--- config.mk ---
export PLATFORM = sky130hd
export DESIGN_NAME = sync_req_tx
export DESIGN_NICKNAME = d
export VERILOG_FILES = /design/src/rtl/sync_tx_pkg.sv /design/src/rtl/sync_tx_cfg.sv /design/src/rtl/sync_tx_fifo.sv /design/src/rtl/sync_tx_credit.sv /design/src/rtl/sync_tx_seq.sv /design/src/rtl/sync_req_tx.sv
export SDC_FILE = /design/constraint.sdc
export NUM_CORES = 1
export LEC_CHECK = 0
export ABC_AREA = 1
export CAP_MARGIN = 20
export CORE_MARGIN = 4
export CORE_UTILIZATION = 60
export CTS_BUF_LIST = sky130_fd_sc_hd__clkbuf_16
export DETAILED_ROUTE_END_ITERATION = 10
export MAX_ROUTING_LAYER = met4
export PLACE_DENSITY = 0.82
export SLEW_MARGIN = 20
export SYNTH_ARGS = -nofsm -noshare
export SYNTH_HDL_FRONTEND = slang
export SYNTH_SLANG_ARGS = --single-unit
--- constraint.sdc ---
create_clock -name clk -period 4.9 [get_ports clk]
set_input_delay 0.49 -clock clk [delete_from_list [all_inputs] [get_ports clk]]
set_output_delay 0.49 -clock clk [all_outputs]
set_load 0.1 [all_outputs]
--- src/rtl/sync_tx_pkg.sv ---
// Shared types and constants for the synchronous offset-paced transmitter.
// Assumes a 4-bit delay field is enough for every timing class.
package sync_tx_pkg;

    localparam int unsigned FAST_MAX_PERIOD = 25;
    localparam int unsigned FAST_SETUP      = 3;
    localparam int unsigned FAST_STROBE     = 5;
    localparam int unsigned SLOW_SETUP      = 6;
    localparam int unsigned SLOW_STROBE     = 12;
    localparam int unsigned CYCLE_OVERHEAD  = 3;
    localparam int unsigned DELAY_MAX       = 15;

    typedef enum logic [1:0] {
        PH_IDLE   = 2'd0,
        PH_SETUP  = 2'd1,
        PH_STROBE = 2'd2,
        PH_HOLD   = 2'd3
    } phase_e;

    typedef struct packed {
        logic [3:0] d_setup;
        logic [3:0] d_strobe;
        logic [3:0] d_hold;
    } req_timing_t;

endpackage

--- src/rtl/sync_tx_cfg.sv ---
// Derives the REQ timing fields and the credit window from period and
// offset, and holds them in registers. New values are taken in only
// while 'sample' is high.
// Assumes: SLOTS+1 fits in WIN_W bits and offset 0 is never used.
module sync_tx_cfg
    import sync_tx_pkg::*;
#(
    parameter int OFS_W = 8,
    parameter int PER_W = 8,
    parameter int SLOTS = 4,
    parameter int WIN_W = 3,
    parameter int GRP_W = 3
) (
    input  logic              clk,
    input  logic              rst_n,
    input  logic              sample,
    input  logic [OFS_W-1:0]  offset,
    input  logic [PER_W-1:0]  period,
    output req_timing_t       timing,
    output logic [GRP_W-1:0]  grp,
    output logic [WIN_W-1:0]  window
);
    localparam int CAP     = SLOTS + 1;
    localparam int PRE_MAX = SLOTS - 1;
    localparam int EXT_W   = PER_W + 2;

    req_timing_t      tim_d;
    logic [GRP_W-1:0] grp_d;
    logic [WIN_W-1:0] win_d;

    logic [EXT_W-1:0] budget;
    logic [EXT_W-1:0] need;
    logic [EXT_W-1:0] slack;
    logic             fast;
    logic [OFS_W-1:0] quot;
    logic [OFS_W-1:0] pre_raw;
    logic [OFS_W-1:0] pre;

    // Timing fields: set-up/width by speed class, recovery from the remaining budget
    always_comb begin
        fast            = (period <= PER_W'(FAST_MAX_PERIOD));
        tim_d.d_setup   = fast ? 4'(FAST_SETUP)  : 4'(SLOW_SETUP);
        tim_d.d_strobe  = fast ? 4'(FAST_STROBE) : 4'(SLOW_STROBE);
        budget          = EXT_W'(period >> 1);
        need            = EXT_W'(tim_d.d_setup) + EXT_W'(tim_d.d_strobe)
                        + EXT_W'(CYCLE_OVERHEAD);
        slack           = budget - need;
        if (budget <= need) begin
            tim_d.d_hold = 4'd0;
        end else if (slack > EXT_W'(DELAY_MAX)) begin
            tim_d.d_hold = 4'(DELAY_MAX);
        end else begin
            tim_d.d_hold = slack[3:0];
        end
    end

    // Credit mapping: group size and preload from the offset, preload capped
    always_comb begin
        if (offset <= OFS_W'(4)) begin
            grp_d = GRP_W'(1);
            quot  = offset;
        end else if (offset <= OFS_W'(8)) begin
            grp_d = GRP_W'(2);
            quot  = offset >> 1;
        end else if (offset <= OFS_W'(16)) begin
            grp_d = GRP_W'(4);
            quot  = offset >> 2;
        end else begin
            grp_d = GRP_W'(4);
            quot  = OFS_W'(CAP);
        end
        pre_raw = OFS_W'(CAP) - quot;
        pre     = (pre_raw > OFS_W'(PRE_MAX)) ? OFS_W'(PRE_MAX) : pre_raw;
        win_d   = WIN_W'(OFS_W'(CAP) - pre);
    end

    // Hold the derived values; refresh only when the engine is quiet
    always_ff @(posedge clk) begin
        if (!rst_n) begin
            timing <= '{d_setup: 4'(FAST_SETUP), d_strobe: 4'(FAST_STROBE), d_hold: 4'd0};
            grp    <= GRP_W'(1);
            window <= WIN_W'(CAP - PRE_MAX);
        end else if (sample) begin
            timing <= tim_d;
            grp    <= grp_d;
            window <= win_d;
        end
    end

endmodule

--- src/rtl/sync_tx_fifo.sv ---
// Small first-in first-out queue for outgoing bytes, with a valid/ready
// write side and a pop-on-demand read side.
// Assumes rd_pop is asserted only while rd_avail is high.
module sync_tx_fifo #(
    parameter int W     = 8,
    parameter int DEPTH = 4
) (
    input  logic         clk,
    input  logic         rst_n,
    input  logic         wr_valid,
    output logic         wr_ready,
    input  logic [W-1:0] wr_data,
    input  logic         rd_pop,
    output logic         rd_avail,
    output logic [W-1:0] rd_data
);
    localparam int AW = (DEPTH > 1) ? $clog2(DEPTH) : 1;
    localparam int CW = $clog2(DEPTH + 1);

    logic [W-1:0]  mem [DEPTH];
    logic [AW-1:0] wp;
    logic [AW-1:0] rp;
    logic [CW-1:0] cnt;
    logic          push;

    assign wr_ready = (cnt != CW'(DEPTH));
    assign rd_avail = (cnt != '0);
    assign push     = wr_valid && wr_ready;
    assign rd_data  = mem[rp];

    // Storage write
    always_ff @(posedge clk) begin
        if (push) begin
            mem[wp] <= wr_data;
        end
    end

    // Pointer and occupancy update
    always_ff @(posedge clk) begin
        if (!rst_n) begin
            wp  <= '0;
            rp  <= '0;
            cnt <= '0;
        end else begin
            if (push) begin
                wp <= (wp == AW'(DEPTH - 1)) ? '0 : wp + AW'(1);
            end
            if (rd_pop) begin
                rp <= (rp == AW'(DEPTH - 1)) ? '0 : rp + AW'(1);
            end
            case ({push, rd_pop})
                2'b10:   cnt <= cnt + CW'(1);
                2'b01:   cnt <= cnt - CW'(1);
                default: cnt <= cnt;
            endcase
        end
    end

endmodule

--- src/rtl/sync_tx_credit.sv ---
// ACK synchroniser and credit keeper. A new credit is taken when the
// first byte of a group is launched. A credit comes back after the
// group's last acknowledge, or at the final acknowledge when a group was
// only partly used. Also tracks the count of unacknowledged bytes.
// Assumes grp is 1..MAX_GRP and window is 1..SLOTS+1.
module sync_tx_credit #(
    parameter int SLOTS   = 4,
    parameter int MAX_GRP = 4,
    parameter int WIN_W   = 3,
    parameter int GRP_W   = 3,
    parameter int CNT_W   = 5
) (
    input  logic             clk,
    input  logic             rst_n,
    input  logic             ack_raw,
    input  logic             launch,
    input  logic [GRP_W-1:0] grp,
    input  logic [WIN_W-1:0] window,
    output logic             credit_ok,
    output logic             quiet,
    output logic [WIN_W-1:0] excess,
    output logic [CNT_W-1:0] outstanding
);
    localparam int SUB_W = $clog2(MAX_GRP);

    logic             ack_meta;
    logic             ack_sync;
    logic             ack_prev;
    logic             ack_take;
    logic [SUB_W-1:0] sub_snd;
    logic [SUB_W-1:0] sub_ack;
    logic [SUB_W-1:0] n_snd;
    logic [SUB_W-1:0] n_ack;
    logic [WIN_W-1:0] n_exc;
    logic [CNT_W-1:0] n_out;

    // Two-flop synchroniser plus edge history for ACK
    always_ff @(posedge clk) begin
        if (!rst_n) begin
            ack_meta <= 1'b0;
            ack_sync <= 1'b0;
            ack_prev <= 1'b0;
        end else begin
            ack_meta <= ack_raw;
            ack_sync <= ack_meta;
            ack_prev <= ack_sync;
        end
    end

    assign ack_take  = ack_prev && !ack_sync && (outstanding != '0);
    assign credit_ok = (sub_snd != '0) || (excess < window);
    assign quiet     = (outstanding == '0);

    // Next credit state: apply the acknowledge first, then the launch
    always_comb begin
        n_out = outstanding;
        n_exc = excess;
        n_snd = sub_snd;
        n_ack = sub_ack;
        if (ack_take) begin
            if (outstanding == CNT_W'(1)) begin
                n_exc = '0;
                n_snd = '0;
                n_ack = '0;
            end else if (GRP_W'(sub_ack) + GRP_W'(1) == grp) begin
                n_ack = '0;
                n_exc = excess - WIN_W'(1);
            end else begin
                n_ack = sub_ack + SUB_W'(1);
            end
            n_out = outstanding - CNT_W'(1);
        end
        if (launch) begin
            if (n_snd == '0) begin
                n_exc = n_exc + WIN_W'(1);
            end
            if (GRP_W'(n_snd) + GRP_W'(1) == grp) begin
                n_snd = '0;
            end else begin
                n_snd = n_snd + SUB_W'(1);
            end
            n_out = n_out + CNT_W'(1);
        end
    end

    // Credit state registers
    always_ff @(posedge clk) begin
        if (!rst_n) begin
            outstanding <= '0;
            excess      <= '0;
            sub_snd     <= '0;
            sub_ack     <= '0;
        end else begin
            outstanding <= n_out;
            excess      <= n_exc;
            sub_snd     <= n_snd;
            sub_ack     <= n_ack;
        end
    end

endmodule

--- src/rtl/sync_tx_seq.sv ---
// REQ sequencer. Each byte cycle has a set-up phase with REQ low, a
// strobe phase with REQ high and a hold phase with REQ low. Each phase
// lasts its delay field plus one clock. A new byte can start in the last
// clock of the hold phase, so bytes run back to back.
// Assumes the timing fields stay constant during a byte cycle.
module sync_tx_seq
    import sync_tx_pkg::*;
#(
    parameter int DATA_W = 8
) (
    input  logic              clk,
    input  logic              rst_n,
    input  req_timing_t       timing,
    input  logic              data_avail,
    input  logic              credit_ok,
    input  logic [DATA_W-1:0] byte_in,
    output logic              launch,
    output logic              idle,
    output logic              req,
    output logic [DATA_W:0]   bus
);
    phase_e     ph;
    logic [3:0] cnt;
    logic       at_end;
    logic       slot_free;

    assign at_end    = (cnt == 4'd0);
    assign slot_free = (ph == PH_IDLE) || ((ph == PH_HOLD) && at_end);
    assign launch    = slot_free && data_avail && credit_ok;
    assign idle      = (ph == PH_IDLE);

    // Phase stepping, REQ generation and bus word load
    always_ff @(posedge clk) begin
        if (!rst_n) begin
            ph  <= PH_IDLE;
            cnt <= 4'd0;
            req <= 1'b0;
            bus <= '0;
        end else if (launch) begin
            bus <= {~^byte_in, byte_in};
            ph  <= PH_SETUP;
            cnt <= timing.d_setup;
        end else begin
            case (ph)
                PH_SETUP: begin
                    if (at_end) begin
                        ph  <= PH_STROBE;
                        req <= 1'b1;
                        cnt <= timing.d_strobe;
                    end else begin
                        cnt <= cnt - 4'd1;
                    end
                end
                PH_STROBE: begin
                    if (at_end) begin
                        ph  <= PH_HOLD;
                        req <= 1'b0;
                        cnt <= timing.d_hold;
                    end else begin
                        cnt <= cnt - 4'd1;
                    end
                end
                PH_HOLD: begin
                    if (at_end) begin
                        ph <= PH_IDLE;
                    end else begin
                        cnt <= cnt - 4'd1;
                    end
                end
                default: begin
                    ph <= PH_IDLE;
                end
            endcase
        end
    end

endmodule

--- src/rtl/sync_req_tx.sv ---
// Top of the synchronous offset-paced transmitter. Connects the byte
// queue, the configuration holder, the credit keeper and the REQ
// sequencer, and forms the completion flag.
// Assumes offset >= 1 and an 8 ns clock for the timing fields.
module sync_req_tx
    import sync_tx_pkg::*;
#(
    parameter int DATA_W     = 8,
    parameter int FIFO_DEPTH = 4,
    parameter int OFS_W      = 8,
    parameter int PER_W      = 8,
    parameter int SLOTS      = 4,
    parameter int MAX_GRP    = 4
) (
    input  logic              clk,
    input  logic              rst_n,
    input  logic [DATA_W-1:0] tx_data,
    input  logic              tx_valid,
    output logic              tx_ready,
    input  logic [OFS_W-1:0]  sync_offset,
    input  logic [PER_W-1:0]  sync_period,
    input  logic              ack_in,
    output logic [DATA_W:0]   bus_out,
    output logic              req_out,
    output logic              done
);
    localparam int WIN_W = $clog2(SLOTS + 2);
    localparam int GRP_W = $clog2(MAX_GRP + 1);
    localparam int CNT_W = $clog2((SLOTS + 1) * MAX_GRP + 1);

    req_timing_t       cfg_timing;
    logic [GRP_W-1:0]  cfg_grp;
    logic [WIN_W-1:0]  cfg_window;
    logic [WIN_W-1:0]  cr_excess;
    logic [CNT_W-1:0]  cr_outstanding;
    logic              cr_ok;
    logic              cr_quiet;
    logic              q_avail;
    logic [DATA_W-1:0] q_data;
    logic              seq_launch;
    logic              seq_idle;
    logic              cfg_sample;

    // Take in new settings only when no byte is in flight
    assign cfg_sample = cr_quiet && seq_idle && !seq_launch;
    // Completion: nothing queued, nothing strobing, nothing owed
    assign done       = !q_avail && seq_idle && cr_quiet;

    sync_tx_fifo #(
        .W     (DATA_W),
        .DEPTH (FIFO_DEPTH)
    ) u_fifo (
        .clk      (clk),
        .rst_n    (rst_n),
        .wr_valid (tx_valid),
        .wr_ready (tx_ready),
        .wr_data  (tx_data),
        .rd_pop   (seq_launch),
        .rd_avail (q_avail),
        .rd_data  (q_data)
    );

    sync_tx_cfg #(
        .OFS_W (OFS_W),
        .PER_W (PER_W),
        .SLOTS (SLOTS),
        .WIN_W (WIN_W),
        .GRP_W (GRP_W)
    ) u_cfg (
        .clk    (clk),
        .rst_n  (rst_n),
        .sample (cfg_sample),
        .offset (sync_offset),
        .period (sync_period),
        .timing (cfg_timing),
        .grp    (cfg_grp),
        .window (cfg_window)
    );

    sync_tx_credit #(
        .SLOTS   (SLOTS),
        .MAX_GRP (MAX_GRP),
        .WIN_W   (WIN_W),
        .GRP_W   (GRP_W),
        .CNT_W   (CNT_W)
    ) u_credit (
        .clk         (clk),
        .rst_n       (rst_n),
        .ack_raw     (ack_in),
        .launch      (seq_launch),
        .grp         (cfg_grp),
        .window      (cfg_window),
        .credit_ok   (cr_ok),
        .quiet       (cr_quiet),
        .excess      (cr_excess),
        .outstanding (cr_outstanding)
    );

    sync_tx_seq #(
        .DATA_W (DATA_W)
    ) u_seq (
        .clk        (clk),
        .rst_n      (rst_n),
        .timing     (cfg_timing),
        .data_avail (q_avail),
        .credit_ok  (cr_ok),
        .byte_in    (q_data),
        .launch     (seq_launch),
        .idle       (seq_idle),
        .req        (req_out),
        .bus        (bus_out)
    );

endmodule

# Word level (Yosys, flattened, before mapping)
# Memory sizes are Yosys's and may differ from the RTL's. A register that Yosys moved wholly into a read port is not among the register bits.
# Cells that the tools add are included.
# op_classes
n_eq_ne,18
n_addsub,18
n_reduce_logical,31
n_bitwise,2
muxes,43
magnitude_cmp,8
# op_table
op,n
two-way mux 4 bit,7
two-way mux 3 bit,9
two-way mux 2 bit,13
"less-or-equal comparator 8 x 5 -> 1 bit, second input constant",2
two-way mux 8 bit,2
one-hot mux 4 bit (3 select lines),1
"adder 10 x 2 -> 10 bit, second input constant",1
"equality test 2 bit, second input constant",5
"> comparator 10 x 4 -> 1 bit, second input constant",1
less-or-equal comparator 7 x 10 -> 1 bit,1
logical AND 1 bit,10
two-way mux 5 bit,2
subtractor 7 x 10 -> 10 bit,1
"!= test 3 x 2 -> 1 bit, second input constant",3
"adder 2 x 1 -> 2 bit, second input constant",4
"> comparator 8 x 2 -> 1 bit, second input constant",1
"less-or-equal comparator 8 x 3 -> 1 bit, second input constant",1
"less-or-equal comparator 8 x 4 -> 1 bit, second input constant",1
XNOR reduction 8 bit,1
"subtractor 3 x 8 -> 8 bit, first input constant",1
"adder 2 x 1 -> 3 bit, second input constant",2
"adder 3 x 1 -> 3 bit, second input constant",2
equality test 3 bit,2
two-way mux 6 bit,1
other kinds (29),46
# totals
in_bits,28
memories,1
register_bits,56
mem_bits_rw,32
output_inout_bits,12
word_cells,141
# memory_table
memory,words,width,read_ports,rd_clocked_by_memory_dff,wr,line_no,source
u_fifo.mem,4,8,1,1,1,sync_tx_fifo.sv:20,logic [W-1:0] mem [DEPTH];

# Longest topological paths before layout
# depth
depth_word,8
depth_mapped,17
depth_no_buf,15

# By module
# A second synthesis with hierarchy kept.
# hier_totals
hier_cells,620
area_unflattened_um2,4862.2
# modules_own_cells
module,cells_per_inst,area_per_inst_um2,instances,seq_area_each_um2
sync_tx_fifo,141,1676.6,1,1141.1
sync_tx_credit,167,1128.6,1,300.3
sync_tx_seq,163,1084.8,1,320.3
sync_tx_cfg,146,960.9,1,240.2
sync_req_tx,3,11.3,1,0.0

# Worst setup path after synthesis
# OpenSTA, ideal clock, no wires.
# synth_path
path_type,register to output
from,reg u_credit.outstanding[0]
to,out done
path_stages_with_launch,5
t_arrival_ns,2.866
path_buffers,0
t_required_ns,4.410
path_slack_ns,1.544
path_cell_list,dfxtp_1 > inv_1 > ha_1 > nand3_2 > nor3_1
# synth_between
elab_chain_len,2
# synth_lines
element,line_no,source
"start, declared",sync_tx_credit.sv:22,output logic [CNT_W-1:0] outstanding
"start signal, assigned",sync_tx_credit.sv:94,outstanding <= n_out;
logical NOT 5 bit,sync_tx_credit.sv:52,assign quiet = (outstanding == '0);
logical AND 1 bit,sync_req_tx.sv:47,assign done = !q_avail && seq_idle && cr_quiet;
"end, declared",sync_req_tx.sv:25,output logic done
# Every way passes these cells.

# Final worst setup path
# Ends and elaborated chain as after synthesis.

==> qor.yml <==
status: "completed"
drive_above_1_share: 0.08079
hold_path_end: "u_credit.ack_sync$_SDFF_PN0_"
vias: 4047
viasPerCell: 5.339
ys_seq_area_frac: 0.4197
start_util: 0.6172
yosys-top-cells-count: "182 x nand2_1, 64 x inv_1, 52 x dfxtp_1"
cts.sinks: 84
dp_hpwl_um: 7068
crit_required_ns: 4.41
syn_area_mm2: 0.004770
clock_skew_ns: 0.006105
path_class: "flip-flop to output port"
die_area_mm2: 0.009440
ant_nets: 0
crit_buf_inv: 2
max-vdd-ir-drop_mv: 0.3414
grt_pass1_vias: 3970
synth_nets: 676
core_area_mm2: 0.007727
clock_path_buffers: 2
rrSetupSlack_ns: 2.17
synth.area.top_cells: "dfxtp_1 22%, edfxtp_1 20%, nand2_1 14%"
ys_types: 39
cts_inserted_buffers: 9
syn_inst: 616
drv_cap: 0
period_share: 0.6343
holdCritPathClass: "flip-flop to flip-flop"
path_delay_family: "buffers and inverters"
grt_pass1_wl_um: 17260
synth_top_area_cell: "dfxtp_1"
r2r-end: "u_fifo.cnt[2]$_SDFFE_PN0P_"
cp_max_fo: 3
grtUsageTotal: 0.2236
drt-initial-drc-count: 219
cp.arrival_ns: 2.62
power.total_mw: 3.362
worst_pin_slew_ns: 0.9813
drt_wl_total_um: 9946
cts_tree: "yes"
yosys_warnings: 0
path_cells: "inv_1, ha_1, nand3_2, nor3_1, clkdlybuf4s50_1"
portBuffers: 38
finalHoldViolCount: 0
postCtsSetupBuffers: 0
synth_most_common_cell: "nand2_1"
max_slew_margin: 0.3438
synth_edf_count: 32
gp_congestion: 0.9071
leakage_nw: 2.522
async_reset_ff_frac: 0
synth-seq-cells: 84
finalNetCount: 711
startpoint_type: "flip-flop"
slowest_delay_ns: 1.17
period_minus_slack_ns: 3.108
finalSetupTns_ns: 0
wl_per_cell_um: 13.12
htree_num_levels: 3
timing.rr.start: "u_seq.cnt[0]$_SDFFE_PN0P_"
route.detailed.drc: 0
cts-resized-gates: 0
fmax_mhz: 321.8
synthToLayoutAreaGrowth_pct: 15.87
critPathCaptureType: "output port"
p_per_area_mw_per_mm2: 608.4
io_pins: 40
gr-total-overflow: 0
cpMaxStageDelayCell: "clkdlybuf4s50_1"
die_height_um: 97.16
antenna_found_initial: 0
slew_violations: 0
setup_violations: 0
holdCritStartpoint: "u_credit.ack_meta$_SDFF_PN0_"
row_count: 32
drt_pass1_iterations: 6
synthFlopType: "dfxtp_1"
die_x_um: 97.16
avgSynthCellArea_um2: 7.743
cts.clk_slew.worst_paths_ns: 0.06
clockRootBuffer: "clkbuf_16"
holdBufCountCts: 0
synthDominantCellAreaShare: 0.2183
reg2reg_depth: 16
hold_depth: 2
rsz0062_at_grt: "false"
hold_slack_ns: 0.4143
grt_max_degree: 39
insertion_delay_ns: 0.34
diodes: 0
cells by family (layout without fill, tap and decap cells):
group | count (synthesis) | in the layout | share of synthesized area
simple gates | 298 | 298 | 0.2712
flops | 84 | 84 | 0.4197
xor+xnor | 12 | 12 | 0.02597
fa+ha+maj | 32 | 32 | 0.08709
buf+inv | 90 | 130 | 0.08185
compound gates | 100 | 100 | 0.1141
final cells by class:
cell class	instances	area [µm²]
Multi-Input combinational cell	442	2377
Fill cell	584	2201
Sequential cell	84	2002
Timing Repair Buffer	40	395.4
Inverter	74	282.8
Clock buffer	9	225.2
Tap cell	102	127.6
Clock inverter	7	116.4
worst max-delay path by stage:
stage	start	to	slack, ns	cells after the start
detailed placement	sync_period[1]	u_cfg.timing[3]$_SDFFE_PN0P_	1.92	12
global route	u_credit.outstanding[0]$_SDFF_PN0_	done	1.62	5
floorplan	u_credit.outstanding[0]$_SDFF_PN0_	done	1.54	4
CTS	u_credit.outstanding[0]$_SDFF_PN0_	done	1.77	5
global placement	sync_period[7]	u_cfg.timing[3]$_SDFFE_PN0P_	2.04	14
finish	u_credit.outstanding[0]$_SDFF_PN0_	done	1.79	5
power breakdown:
group / total [mW] / internal [mW] / switching (mW) / leakage, nW
clock network: 0.762 / 0.496 / 0.266 / 0.167
logic: 1.61 / 0.496 / 1.11 / 1.63
registers: 0.990 / 0.879 / 0.111 / 0.722
total: 3.36 / 1.87 / 1.49 / 2.52
routing by layer:
metal / share of wire / vias up / global-route usage
li1: - / 2081 / -
met1: 0.42 / 1859 / 0.2556
met2: 0.52 / 95 / 0.4018
met3: 0.048 / 12 / 0.03589
met4: 0.011 / 0 / 0.06803
met5: 0 / - / -
worst min-delay path, stage by stage, from the launching register on:
cell and delay [ns]:
dfxtp_1 0.31, nand2_1 0.05, inv_1 0.04
state kept, by name (all words and copies together), names as in the netlist, named ones only:
| signal | count |
|---|---|
| u_fifo.wp | 2 |
| u_seq.req | 1 |
| u_cfg.window | 3 |
| u_fifo.rp | 2 |
| u_cfg.timing | 6 |
| u_credit.outstanding | 5 |
| u_credit.excess | 3 |
| u_seq.ph | 2 |
| u_fifo.cnt | 3 |
| u_credit.ack_meta | 1 |
| u_credit.ack_prev | 1 |
| u_fifo.mem | 32 |
| u_seq.cnt | 4 |
| u_credit.ack_sync | 1 |
| u_credit.sub_ack | 2 |
| u_credit.sub_snd | 2 |
| u_cfg.grp | 3 |
| u_seq.bus | 9 |
per-stage QoR:
| step | instances | area (µm²) | utilization | worst slack (ns) |
|---|---|---|---|---|
| finish | 758 | 5527 | 0.7152 | 1.792 |
| global route | 758 | 5527 | 0.7152 | 1.615 |
| CTS | 758 | 5527 | 0.7152 | 1.773 |
| detailed placement | 742 | 5185 | 0.6710 | 1.919 |
| global placement | 742 | 5185 | 0.6710 | 2.037 |
| floorplan | 616 | 4770 | - | 1.544 |
cells in the final DEF, fill, tap and decap left out, drive strengths merged:
cell type      instances
fa                     2
edfxtp                32
xnor2                  7
nand2                192
a21oi                 46
o21bai                 2
bufinv                 3
clkdlybuf4s50         38
nand3b                 2
buf                    2
nand3                 42
nor3                   4
clkinv                 2
nor2                  48
o211ai                 3
a31oi                  3
a211oi                 2
clkbuf                 9
or2                    1
inv                   75
dfxtp                 52
clkinvlp               1
o21ai                 42
o211a                  1
xor2                   5
nand4                  9
o22ai                  1
ha                    30
No activity file was read; power rests on OpenSTA's default activity.
